[src/rtl/cr_field_file.sv]
module cr_field_file #(
  parameter int NF = 8,
  parameter int FW = 4
) (
  input  logic                      clk,
  input  logic                      rst,
  input  logic                      rd_a_vld,
  input  logic [$clog2(NF)-1:0]     rd_a_sel,
  output logic [FW-1:0]             rd_a_data,
  input  logic                      rd_b_vld,
  input  logic [$clog2(NF)-1:0]     rd_b_sel,
  output logic [FW-1:0]             rd_b_data,
  input  logic                      rd_c_vld,
  input  logic [$clog2(NF)-1:0]     rd_c_sel,
  output logic [FW-1:0]             rd_c_data,
  input  logic                      rd_all_vld,
  input  logic [NF-1:0]             rd_all_mask,
  output logic [NF*FW-1:0]          rd_all_data,
  input  logic                      wr_one_vld,
  input  logic [$clog2(NF)-1:0]     wr_one_sel,
  input  logic [FW-1:0]             wr_one_data,
  input  logic                      wr_all_vld,
  input  logic [NF-1:0]             wr_all_mask,
  input  logic [NF*FW-1:0]          wr_all_data
);
  localparam int SW = $clog2(NF);
  localparam int W  = NF * FW;
  localparam logic [SW-1:0] TOP = SW'(NF - 1);

  logic [W-1:0]  cr_q;
  logic [NF-1:0] m_a, m_b, m_c, m_rd, m_one, m_all;

  function automatic logic [NF-1:0] to_unary(input logic v, input logic [SW-1:0] s);
    to_unary = '0;
    if (v) to_unary[TOP - s] = 1'b1;
  endfunction

  function automatic logic [FW-1:0] pick(input logic [NF-1:0] m, input logic [W-1:0] r);
    pick = '0;
    for (int k = 0; k < NF; k++)
      if (m[k]) pick = pick | r[k*FW +: FW];
  endfunction

  assign m_a   = to_unary(rd_a_vld, rd_a_sel);
  assign m_b   = to_unary(rd_b_vld, rd_b_sel);
  assign m_c   = to_unary(rd_c_vld, rd_c_sel);
  assign m_one = to_unary(wr_one_vld, wr_one_sel);
  assign m_rd  = rd_all_vld ? rd_all_mask : '0;
  assign m_all = wr_all_vld ? wr_all_mask : '0;

  assign rd_a_data = pick(m_a, cr_q);
  assign rd_b_data = pick(m_b, cr_q);
  assign rd_c_data = pick(m_c, cr_q);

  always_ff @(posedge clk) begin
    if (rst) cr_q <= '0;
    else
      for (int k = 0; k < NF; k++) begin
        if (m_one[k])      cr_q[k*FW +: FW] <= wr_one_data;
        else if (m_all[k]) cr_q[k*FW +: FW] <= wr_all_data[k*FW +: FW];
      end
  end

  for (genvar k = 0; k < NF; k++) begin : g_fld
    assign rd_all_data[k*FW +: FW] = m_rd[k] ? cr_q[k*FW +: FW] : '0;

    a_r5_single_write: assert property (@(posedge clk) disable iff (rst)
      (wr_one_vld && wr_one_sel == SW'(NF-1-k)) |=> cr_q[k*FW +: FW] == $past(wr_one_data));
    a_r7_masked_write: assert property (@(posedge clk) disable iff (rst)
      (wr_all_vld && wr_all_mask[k] && !(wr_one_vld && wr_one_sel == SW'(NF-1-k)))
      |=> cr_q[k*FW +: FW] == $past(wr_all_data[k*FW +: FW]));
    a_r6_hold: assert property (@(posedge clk) disable iff (rst)
      (!(wr_all_vld && wr_all_mask[k]) && !(wr_one_vld && wr_one_sel == SW'(NF-1-k)))
      |=> $stable(cr_q[k*FW +: FW]));
    a_r4_unmasked_zero: assert property (@(posedge clk) disable iff (rst)
      !(rd_all_vld && rd_all_mask[k]) |-> rd_all_data[k*FW +: FW] == '0);
  end

  a_r3_idle_read: assert property (@(posedge clk) disable iff (rst)
    (!rd_a_vld |-> rd_a_data == '0) and (!rd_b_vld |-> rd_b_data == '0)
    and (!rd_c_vld |-> rd_c_data == '0));
  a_r9_reset_clear: assert property (@(posedge clk)
    rst |=> cr_q == '0);
  a_r1_onehot_sel: assert property (@(posedge clk) disable iff (rst)
    $onehot0(m_one) && $onehot0(m_a));
endmodule

[config.mk]
export PLATFORM = sky130hd
export DESIGN_NAME = cr_field_file
export DESIGN_NICKNAME = d
export VERILOG_FILES = /design/src/rtl/cr_field_file.sv
export SDC_FILE = /design/constraint.sdc
export NUM_CORES = 1
export LEC_CHECK = 0
export BUFFER_PORTS_ARGS = -buffer_cell sky130_fd_sc_hd__buf_2
export CAP_MARGIN = 10
export CORE_ASPECT_RATIO = 1.5
export CORE_MARGIN = 2
export CORE_UTILIZATION = 42
export DETAILED_ROUTE_END_ITERATION = 10
export GPL_TIMING_DRIVEN = 0
export PLACE_DENSITY_LB_ADDON = 0.08
export SLEW_MARGIN = 20
export SYNTH_ARGS = -nofsm -noshare
export SYNTH_HDL_FRONTEND = slang
export SYNTH_SLANG_ARGS = --single-unit
[constraint.sdc]
create_clock -name clk -period 3.8 [get_ports clk]
set_input_delay 0.57 -clock clk [delete_from_list [all_inputs] [get_ports clk]]
set_output_delay 0.57 -clock clk [all_outputs]
set_load 0.05 [all_outputs]
==> results.md <==
* Wire length per cell at around 19 um
* DR vias at ~2.9k
* CTS root buffer: clkbuf_8
* Final Max Slew Viols at 0
* Total congestion overflow at 0
* Gate power share at between 20% and 30%
* Sequential share of the synthesized area at between 20% and 30%
* Number of synthesized flops with an enable pin at 0
* Type of origin of the critical path: input port
* Grt peak-use layer: met2
* Worst Setup SP: rd_c_sel[0]
* Final hold vios at 0
* Count of hold-fix buffers inserted at cts at 0
* CP max FO at 10
* Final TNS setup at 0 ns
* Hpwl dp at 7180 um
* First-pass GRT wire length at around 14000 um
* Final setup violation count at 0
* Post-CTS setup buffer count at 0
* Clock buffer depth at 2
* Power per Cell Area at 294 mW/mm2
* Top post-synthesis cells by area: dfxtp_1 25%, mux4_2 14%, a311oi_1 9.7%
* CP max stage delay at around 0.34 ns
* Worst EP required at approximately 3.2 ns
* Initial Util at ~43%
* Post-layout util at a little under three fifths
* RSZ-0062 raised after global routing: false
* CTS tree: done
* PortBufs at 99
* Initial antenna violation count at 0
* Seq pwr share at 41.7%
* Detail Route Antenna Nets at 0
* Hold slack at between 0.5 and 0.6 ns
* Die span in x at a little under 70 um
* Synth-to-layout area growth at 26.9%
* Largest net degree at the start of global routing at 11
* GR Util met2 at about half
* Final GP Congestion at about 0.9
* Critical Path Sink Type: output pin
* Total power at roughly 950 uW
* Depth of the most critical reg-to-reg path at 2
* Boundary Pins at approximately 120
* # diodes at 0
* Drt via density at about 6.0
* Worst skew pair latency at approximately 0.28 ns
* Most common cell on crit path: buf_2
* Hold depth at 2
* H-tree level count at 2
* Std-Cell Rows at 34
* Grt met1 use at between 30% and 40%
* Worst slack, placed at 1.42 ns
* #FFs+latches synth at 32
* Top reg by flops: cr_q
* Vias in the first global route at approximately 2.7k
* P_sw at roughly 320 uW
* Status: completed
* Number of DRC markers in iteration 0 at 172
* Total GRT Usage at roughly 28%
* Fillers at approximately 580
* CORE AREA at roughly 0.0058 mm2
* Slowest stage cell, crit path: mux2i_1
* Worst hold path class: in2reg
* WL final at 8980 um
* Clock sinks at 32
* Post-Syn Nets at around 370
* Clk_skew at 0 ns
* Count of cell types in the netlist at 22
* CTS Buf Count at 5
* Syn avg cell area at between 8 and 9 um2
* Crit path DAT at between 1.5 and 2 ns
* Max_slew headroom at between 60% and 70%
* Fmax at ~420 MHz
* Total Nets Final at around 480
* Post-synth design cell area at approximately 0.0025 mm2
* Pint at between 600 and 700 uW
* IR Drop Worst-Case VDD at 204 uV
* Router iterations before antenna repair at 4
* Clock network power share at between 30 and 40%
* Cells after Synth at 300
* Sw frac at 34.0%
* Hold_sp: rst
* Fin worst setup slack at approximately 1.4 ns
* Period minus WS final at 2.39 ns
* Warnings from Yosys at 0
* Final clock period utilization by the worst path at between 60% and 70%
* MaxCap Viol Count at 0
* Synth top area share at around 25%
* Ys flop type: dfxtp_1
* Synth cell count leaders: 40 x nand2_1, 40 x nor2_1, 33 x nand3_1
* Synth area leader: dfxtp_1
* Clk pin slew, worst setup/hold paths at 0.06 ns
* DRC viols at 0
* LEAKAGE at 1.52 nW
* Crit-path cells: buf_2 > buf_2 > mux2i_1 > o221ai_1 > buf_2
* Largest registers: cr_q (32)
* Die H at 99.1 um
* Layout cells sized above 1 at 34.5%
* Die area at around 0.0067 mm2
* Reg-to-Reg Start: cr_q[23]$_SDFFE_PP0P_
* Worst-Margin Slew at ~0.6 ns
* Max reg flops at 32
* Ys async rst share at 0%
* Post-CTS resize count at 0
* CP Class: in2out
* Met3 usage at under 10%
[critical path: cells and delay by family]
family          cells  cell delay, ns
mux                 1            0.34
buf+inv             3            0.75
compound gates      1            0.16
[layout by cell type (no fill, tap or decap)]
cell type and count:
mux4_2 16, nand4bb_1 3, and3_1 32, a311oi_2 4
o22a_1 4, mux2i_1 24, a311oi_1 28, inv_1 2
or3b_2 1, nand4b_1 3, or4b_4 1, buf_6 2
nor2_1 40, dfxtp_1 32, nand4_1 1, nand2_1 40
nand3_1 33, nand3b_1 2, buf_2 109, buf_1 2
clkbuf_1 16, o221ai_1 4, clkbuf_8 7
[worst paths after layout]
check,slack (ns),end
worst max-delay path,1.41,rd_c_data[3]
worst min-delay path,0.52,cr_q[20]$_SDFFE_PP0P_
worst max register to register,2.81,cr_q[23]$_SDFFE_PP0P_
worst min register to register,0.53,cr_q[3]$_SDFFE_PP0P_
[through the flow]
step	instance area [um2]	cells
2_1_floorplan	2530	300
3_3_place_gp	3120	471
3_5_place_dp	3120	471
4_1_cts	3220	478
5_1_grt	3220	478
6_report	3220	478
[cell type report]
| class | instances | area, um2 | share of cell area (%) |
|---|---|---|---|
| clock buffer | 7 | 96.3 | 3.00 |
| timing repair buffer | 99 | 495 | 15.4 |
| inverter | 2 | 7.51 | 0.233 |
| tap | 72 | 90.1 | 2.80 |
| buffer | 30 | 140 | 4.36 |
| sequential | 32 | 641 | 19.9 |
| multi-input combinational | 236 | 1750 | 54.3 |
[power by group through the flow]
stage / logic [mW] / registers (mW) / clock network [mW]
after floorplan: 0.185 / 0.381 / 0
after global placement: 0.261 / 0.400 / 0
after detailed placement: 0.264 / 0.401 / 0
after CTS: 0.264 / 0.393 / 0.291
after global routing: 0.286 / 0.397 / 0.305
final: 0.265 / 0.395 / 0.286
[cell families after synthesis]
logic type | count (synthesis) | synth area share (%)
simple gates | 156 | 30.4
flops | 32 | 25.3
mux | 40 | 23.7
buf+inv | 32 | 5.83
compound gates | 40 | 14.8
[metal layers]
layer	vias to the layer above	wire (um)
met4	0	287
met5	-	0
li1	1361	-
met2	131	4730
met3	21	558
met1	1357	3400
(Power assumes the default switching activity.)
